--- config.mk ---
export PLATFORM = sky130hd
export DESIGN_NAME = svcMailbox
export DESIGN_NICKNAME = d
export VERILOG_FILES = /design/src/rtl/mbox_pkg.sv /design/src/rtl/mboxCtrl.sv /design/src/rtl/mboxData.sv /design/src/rtl/svcMailbox.sv
export SDC_FILE = /design/constraint.sdc
export NUM_CORES = 2
export LEC_CHECK = 0
export BUFFER_PORTS_ARGS = -buffer_cell sky130_fd_sc_hd__clkbuf_2
export CELL_PAD_IN_SITES_DETAIL_PLACEMENT = 1
export CELL_PAD_IN_SITES_GLOBAL_PLACEMENT = 2
export CORE_MARGIN = 10
export CORE_UTILIZATION = 46
export DETAILED_ROUTE_END_ITERATION = 16
export PLACE_DENSITY = 0.89
export SETUP_SLACK_MARGIN = 0.02
export SKIP_LAST_GASP = 1
export SLEW_MARGIN = 20
export SYNTH_ARGS = -nofsm -noshare
export SYNTH_HDL_FRONTEND = slang
export SYNTH_SLANG_ARGS = --single-unit
--- constraint.sdc ---
create_clock -name clk -period 8.4 [get_ports clk]
set_input_delay 1.68 -clock clk [delete_from_list [all_inputs] [get_ports clk]]
set_output_delay 1.68 -clock clk [all_outputs]
set_load 0.005 [all_outputs]
--- src/rtl/mbox_pkg.sv ---
package mbox_pkg;
  localparam int ADDR_W     = 12;
  localparam int OP_W       = 7;
  localparam int BASE_W     = 9;
  localparam int RESP_WORDS = 2;

  localparam logic [ADDR_W-1:0] CTRL_OFS = 12'h050;
  localparam logic [ADDR_W-1:0] STAT_OFS = 12'h054;
  localparam logic [ADDR_W-1:0] ICLR_OFS = 12'h058;

  localparam int REQ_BIT   = 0;
  localparam int BUSY_BIT  = 1;
  localparam int ABORT_BIT = 2;
  localparam int NOTE_BIT  = 3;
  localparam int OP_LSB    = 16;
  localparam int BASE_LSB  = OP_LSB + OP_W;

  // strobes from control to datapath
  typedef struct packed {
    logic              hostWe;
    logic              rspWe;
    logic [BASE_W-1:0] rspBase;
    logic [OP_W-1:0]   rspOp;
  } dpCmd_t;
endpackage

--- src/rtl/mboxCtrl.sv ---
module mboxCtrl
  import mbox_pkg::*;
#(
  parameter int LATENCY = 8
) (
  input  logic              clk,
  input  logic              rstN,
  input  logic              regWe,
  input  logic [ADDR_W-1:0] regAddr,
  input  logic [31:0]       regWdata,
  output dpCmd_t            dpCmd,
  output logic [31:0]       ctrlView,
  output logic [31:0]       statView,
  output logic              busy,
  output logic              reqPend,
  output logic              abortSt,
  output logic              irq
);
  localparam int CNT_W = $clog2(LATENCY + 1);

  logic [OP_W-1:0]   opQ;
  logic [BASE_W-1:0] baseQ;
  logic              noteQ;
  logic [CNT_W-1:0]  cnt;

  logic ctrlHit, clrHit, newReq, abortReq, done;

  assign ctrlHit  = regWe && (regAddr == CTRL_OFS);
  assign clrHit   = regWe && (regAddr == ICLR_OFS) && (regWdata == 32'd0);
  assign newReq   = ctrlHit && regWdata[REQ_BIT] && !busy && !reqPend;
  assign abortReq = ctrlHit && regWdata[ABORT_BIT] && busy;
  assign done     = busy && (cnt == '0) && !abortReq;

  always_ff @(posedge clk) begin
    if (!rstN) begin
      reqPend <= 1'b0;
      busy    <= 1'b0;
      abortSt <= 1'b0;
      irq     <= 1'b0;
      noteQ   <= 1'b0;
      opQ     <= '0;
      baseQ   <= '0;
      cnt     <= '0;
    end else begin
      if (newReq) begin
        reqPend <= 1'b1;
        opQ     <= regWdata[OP_LSB +: OP_W];
        baseQ   <= regWdata[BASE_LSB +: BASE_W];
        noteQ   <= regWdata[NOTE_BIT];
        abortSt <= 1'b0;
      end
      if (reqPend) begin
        reqPend <= 1'b0;
        busy    <= 1'b1;
        cnt     <= CNT_W'(LATENCY - 1);
      end else if (abortReq) begin
        busy    <= 1'b0;
        abortSt <= 1'b1;
      end else if (busy) begin
        if (cnt == '0) busy <= 1'b0;
        else           cnt  <= cnt - 1'b1;
      end
      if ((abortReq || done) && noteQ) irq <= 1'b1;
      else if (clrHit)                 irq <= 1'b0;
    end
  end

  always_comb begin
    dpCmd.hostWe  = regWe && !busy && !reqPend;
    dpCmd.rspWe   = done;
    dpCmd.rspBase = baseQ;
    dpCmd.rspOp   = opQ;
  end

  assign ctrlView = {baseQ, opQ, 12'd0, noteQ, 1'b0, busy, reqPend};
  assign statView = {28'd0, irq, abortSt, busy, reqPend};
endmodule

--- src/rtl/mboxData.sv ---
module mboxData
  import mbox_pkg::*;
#(
  parameter int BUF_WORDS = 64
) (
  input  logic              clk,
  input  dpCmd_t            dpCmd,
  input  logic [ADDR_W-1:0] regAddr,
  input  logic [31:0]       regWdata,
  input  logic [3:0]        regBe,
  input  logic [31:0]       ctrlView,
  input  logic [31:0]       statView,
  output logic [31:0]       regRdata
);
  localparam int IDX_W = $clog2(BUF_WORDS);
  localparam logic [9:0] WORD_LIM = 10'(BUF_WORDS);

  logic [31:0] mem [BUF_WORDS];

  logic             bufHit;
  logic [IDX_W-1:0] hostIdx, rspIdx0, rspIdx1;

  assign bufHit  = regAddr[11] && ({1'b0, regAddr[10:2]} < WORD_LIM);
  assign hostIdx = regAddr[IDX_W+1:2];
  assign rspIdx0 = dpCmd.rspBase[IDX_W-1:0];
  assign rspIdx1 = rspIdx0 + 1'b1;

  always_ff @(posedge clk) begin
    if (dpCmd.rspWe) begin
      mem[rspIdx0] <= 32'(dpCmd.rspOp);
      mem[rspIdx1] <= 32'(RESP_WORDS);
    end else if (dpCmd.hostWe && bufHit) begin
      for (int b = 0; b < 4; b++) begin
        if (regBe[b]) mem[hostIdx][8*b +: 8] <= regWdata[8*b +: 8];
      end
    end
  end

  always_comb begin
    regRdata = 32'd0;
    if (regAddr == CTRL_OFS)      regRdata = ctrlView;
    else if (regAddr == STAT_OFS) regRdata = statView;
    else if (bufHit)              regRdata = mem[hostIdx];
  end
endmodule

--- src/rtl/svcMailbox.sv ---
module svcMailbox
  import mbox_pkg::*;
#(
  parameter int BUF_WORDS = 64,
  parameter int LATENCY   = 8
) (
  input  logic              clk,
  input  logic              rstN,
  input  logic              regWe,
  input  logic [ADDR_W-1:0] regAddr,
  input  logic [31:0]       regWdata,
  input  logic [3:0]        regBe,
  output logic [31:0]       regRdata,
  output logic              irq
);
  dpCmd_t      dpCmd;
  logic [31:0] ctrlView, statView;
  logic        busy, reqPend, abortSt;

  mboxCtrl #(.LATENCY(LATENCY)) u_ctrl (
    .clk(clk), .rstN(rstN), .regWe(regWe), .regAddr(regAddr),
    .regWdata(regWdata), .dpCmd(dpCmd), .ctrlView(ctrlView),
    .statView(statView), .busy(busy), .reqPend(reqPend),
    .abortSt(abortSt), .irq(irq)
  );

  mboxData #(.BUF_WORDS(BUF_WORDS)) u_data (
    .clk(clk), .dpCmd(dpCmd), .regAddr(regAddr), .regWdata(regWdata),
    .regBe(regBe), .ctrlView(ctrlView), .statView(statView),
    .regRdata(regRdata)
  );
endmodule

======== Word-level counts from Yosys, hierarchy flattened ========
Memories as Yosys holds them, arrays and structs flattened.
Index checks and enable logic that the tools add are counted.
word-level totals
  memories kept ........................... 1
  word-level logic and storage cells ...... 86
  memory bits (writable) .................. 2048
  register bits ........................... 25
  input bits .............................. 51
  output and inout bits ................... 33
operators by class
  mux-type cells .......................... 38
  reduce and logical (&&, ||, !) cells .... 27
  order comparisons ....................... 1
  bitwise gates (word level) .............. 3
  equal/unequal tests ..................... 5
  add/subtract/negate cells ............... 2
memory list
  name        words  bits a word  rd ports  clocked after memory_dff  wr ports  line            text
  u_data.mem  64     32           1         0                         2         mboxData.sv:18  logic [31:0] mem [BUF_WORDS];
operator list
  kind                                                                    count
  32-bit 2-to-1 mux                                                       4
  12-bit by 7-bit equality test with 1-bit output, second input constant  3
  32-bit zero test                                                        1
  32-bit OR reduction                                                     1
  1-bit 2-to-1 mux                                                        28
  1-bit logical AND                                                       15
  3-bit 2-to-1 mux                                                        4
  9-bit by 7-bit < comparator with 1-bit output, second input constant    1
  6-bit by 1-bit adder with 6-bit output, second input constant           1
  6-bit 2-to-1 mux                                                        1
  3-bit AND reduction                                                     2
  4-bit zero test                                                         1
  4-bit 2-to-1 mux                                                        1
  2-bit by 1-bit != test with 1-bit output, second input constant         2
  2-bit nonzero test                                                      2
  4-bit by 1-bit subtractor with 4-bit output, second input constant      1
  1-bit zero test                                                         3
  1-bit inverter                                                          3
  2-bit OR reduction                                                      1
  1-bit logical OR                                                        1

======== Logic depth before layout (Yosys ltp) ========
  word-level depth ........................ 10
  mapped depth ............................ 11
  depth with buffers taken out ............ 7

======== Hierarchy ========
From an unflattened synthesis, not the netlist that was laid out.
second synthesis, totals
  cells, all modules ...................... 10777
  area, all modules ....................... 92037.0 µm²
modules (own cells, without submodules)
  module    seq. area each (µm²)  times used  cells each  area an instance (µm²)
  mboxData  40999.3               1           10588       90395.4
  mboxCtrl  500.5                 1           189         1641.6

======== Worst setup path after synthesis ========
OpenSTA, ideal clock, no wires.
  path kind ............................... input -> output
  from .................................... input port regAddr[2]
  to ...................................... output port regRdata[1]
  setup slack ............................. 2631 ps
  stages on the path ...................... 8
  arrival time ............................ 4089 ps
  cells stage by stage .................... buf_2 > buf_4 > buf_2 > buf_1 > mux4_2 > mux4_2 > a22oi_1 > nand3_1
on the way
  word-level cells in the longest chain between the ends .. 5
ends and longest elaborated chain
  what                                                        line              text
  start, declared                                             svcMailbox.sv:10  input logic [ADDR_W-1:0] regAddr,
  branches (longest 4 deep; another with memory 64 x 32 bit)  -
  32-bit 2-to-1 mux (*)                                       mboxData.sv:41    if (regAddr == CTRL_OFS) regRdata = ctrlView;
  end, declared                                               svcMailbox.sv:13  output logic [31:0] regRdata,
Every way passes the cells marked *.

======== Worst setup path after layout ========
  from .................................... input port regAddr[4]
  to ...................................... output port regRdata[15]
The elaborated chain is that of the path after synthesis.

==> results.py <==
metrics = {
    "synth": {
        "synth_area_um2": 97300,
        "syn_nets": 9471,
        "synth-edff-count": 0,
        "yosys-top-cells-area": "dfxtp_1 43%, mux2i_1 16%, mux4_2 13%",
        "synth.distinct_cells": 90,
        "synthMuxAreaShare_pct": 29.0,
        "synthSimpleGateAreaFrac_pct": 11.4,
        "synth_compound_area_share_pct": 12.5,
        "yosysTopAreaCell": "dfxtp_1",
        "synthTopCellsByCount": "2073 x dfxtp_1, 1556 x mux2i_1, 1072 x o21ai_0, 775 x clkbuf_1, 749 x nand2_1",
        "async_flop_share_pct": 0,
        "yosysSeqAreaShare_pct": 42.6,
        "synth-xor-area-share_pct": 0.0450,
        "synthAdderAreaFrac_pct": 0.0386,
        "synth_top_family_by_area": "multiplexers",
        "yosys_warnings": 0,
        "synth.most_common_cell": "dfxtp_1",
        "netlist_instances": 9417,
        "netlist.area_leader.share_pct": 42.6,
        "avgSynthCellArea_um2": 10.3,
        "synth_ff_type": "dfxtp_1",
        "ys_ff_latch": 2073,
    },
    "worst_setup_path": {
        "crit_chain": "buf_8, buf_12, mux4_2, o31ai_1, a211oi_1, a21oi_1, o21ai_0, clkbuf_2",
        "critPathKind": "in -> out",
        "crit_fanout": 70,
        "critPathBufInv": 3,
        "crit_required_ps": 6720,
        "startpoint_type": "input pin",
        "slowest_stage": "a211oi_1",
        "critPathTopFamily": "compound AO/OA/AOI/OAI gates",
        "max_stage_delay_ps": 1000,
        "crit_arrival_ps": 5630,
        "cp-end-kind": "primary output",
    },
    "clocking": {
        "numCtsBuffers": 214,
        "insertion_delay_ps": 910,
        "postCtsHoldBufs": 0,
        "cts_tree": "built",
        "cts_setup_buffers": 0,
        "cts.sinks": 2073,
        "ctsLongestPathBuffers": 3,
        "cts-root-buf": "clkbuf_16",
        "clk_pin_slew_ps": 60,
        "ctsHtreeMaxLevel": 4,
        "cts_resized": 0,
    },
    "floorplan": {
        "dieWidth_um": 480,
        "die_area_um2": 230000,
        "num_rows": 168,
        "die_h_um": 480,
        "ioPinCount": 84,
        "core_um2": 210000,
        "initial_utilization_pct": 46.3,
    },
    "drt": {
        "vias": 84900,
        "drt-total-wl_um": 408000,
        "drt_pass1_iterations": 6,
        "wl_per_cell_um": 34.3,
        "drt_iter0_drc": 10500,
        "drc": 0,
        "via_per_inst": 7.13,
        "detail-route-antenna-nets": 0,
    },
    "timing": {
        "max_freq_ghz": 0.137,
        "finalSetupViolations": 0,
        "rsz0062_at_grt": "no",
        "setup_tns_ps": 0,
        "drv_slew": 0,
        "max-slew-margin-rel_pct": 16.3,
        "final.min_clock_period_ps": 7310,
        "tightestPinTransition_ps": 1260,
        "finalCritPeriodShare_pct": 87.1,
        "finalClockSkew_ps": 21.6,
        "final-hold-violation-count": 0,
    },
    "pwr": {
        "power_density_nw_per_um2": 190,
        "peakVddDrop_mv": 0.240,
        "power_uw": 20500,
        "leakagePower_uw": 0.0427,
    },
    "layout": {
        "area_growth_pct": 10.8,
        "finish.net_count": 8972,
        "drive_gt1_share_pct": 17.6,
        "nFillCells": 22100,
    },
    "placed_design": {
        "dp_hpwl_um": 251000,
        "place_congestion": 0.915,
        "port_buffers": 83,
    },
    "grt": {
        "grt_pass1_vias": 87900,
        "grt_overflow": 0,
        "antenna_found_initial": 27,
        "grt_max_degree": 234,
        "grt_usage_pct": 33.9,
        "grt_pass1_wl_um": 598000,
    },
    "run_status": {
        "status": "finished clean",
    },
    "worst_hold_path": {
        "min_path_type": "reg -> reg",
    },
    "flow_run": {
        "max_cap_violations": 0,
    },
}
## cells by family after synthesis
group,Yosys count
AO/OA/AOI/OAI,2068
XOR/XNOR,5
adder cells (fa/ha/maj),3
buffers and inverters,1074
flip-flops,2073
multiplexers,2126
AND/OR/NAND/NOR,2068
## stage by stage
step	util, %	worst slack, ps	instances	hold slack [ps]	instance area (um2)
after floorplan	-	2630	9417	432	97300
after global placement	47.8	1080	11500	438	100000
after detailed placement	47.8	1420	11500	447	100000
after CTS	51.3	1410	11900	459	108000
after global routing	51.3	1390	11900	472	108000
final	51.3	1090	11900	458	108000
## final cells by class
type,count,area (um2),share of cell area (%)
inverter,9,38.8,0.0360
antenna,10,25.0,0.0232
multi-input combinational,6270,52600,48.8
sequential,2073,41500,38.5
clock inverter,64,848,0.787
tap,2805,3510,3.26
timing repair buffer,350,2870,2.66
clock buffer,328,6410,5.94
## registers in the layout (all words and copies together) (netlist names)
signal and count:
u_ctrl.busy 1, u_ctrl.noteQ 1, u_ctrl.opQ 7, u_ctrl.cnt 4
u_ctrl.abortSt 1, u_data.mem 2048, u_ctrl.irq 1, u_ctrl.baseQ 9
u_ctrl.reqPend 1
## worst min-delay path, cell delays in order (launching register included)
cell and delay [ps]:
dfxtp_1 310, nand2_1 50, o21ai_0 50
## final timing paths
| check | slack [ps] | start | cells past startpoint | to |
|---|---|---|---|---|
| worst max-delay path | 1090 | regAddr[4] | 8 | regRdata[15] |
| worst min-delay path | 460 | u_data.mem[17][10] | 2 | u_data.mem[17][10] |
| worst max register to register | 3480 | u_ctrl.baseQ[0] | 7 | u_data.mem[25][20] |
| worst min register to register | 460 | u_data.mem[17][10] | 2 | u_data.mem[17][10] |
## per-layer routing
metal | track usage (%) | wire [um] | share of wire, %
met2 | 51.8 | 180000 | 44
met1 | 42.4 | 156000 | 38
met4 | 22.5 | 30600 | 7.5
met5 | 0 | 93 | 0.023
met3 | 8.68 | 41900 | 10
## power by group
| part | internal [uW] | switching [uW] | total, uW |
|---|---|---|---|
| clock network | 5710 | 4310 | 10000 |
| registers | 9840 | 8.31 | 9850 |
| logic | 200 | 436 | 636 |
## layout by cell type, fill, tap and decap left out, types with 30 or more instances in the layout
| cell | synthesis | layout |
|---|---|---|
| mux2i_1 | 1556 | 1547 |
| clkinv_2 | 0 | 33 |
| o31ai_1 | 36 | 36 |
| nor3_4 | 32 | 32 |
| a211oi_1 | 51 | 51 |
| dfxtp_1 | 2073 | 2073 |
| nand3_1 | 260 | 251 |
| buf_4 | 16 | 232 |
| o21ai_0 | 1072 | 1072 |
| clkbuf_2 | 2 | 79 |
| a31oi_1 | 317 | 317 |
| o22ai_1 | 72 | 61 |
| o311ai_0 | 32 | 30 |
| nand3_2 | 124 | 125 |
| clkbuf_1 | 775 | 54 |
| a21oi_1 | 236 | 234 |
| and2_1 | 32 | 30 |
| nor4_1 | 320 | 318 |
| clkbuf_16 | 0 | 216 |
| nor2_1 | 113 | 102 |
| clkbuf_8 | 0 | 58 |
| a22oi_1 | 79 | 57 |
| nor3_1 | 288 | 287 |
| a22oi_2 | 12 | 34 |
| nand4_1 | 42 | 42 |
| mux4_2 | 553 | 553 |
| nand2_1 | 749 | 724 |
Power figures use the tool's default switching activity.
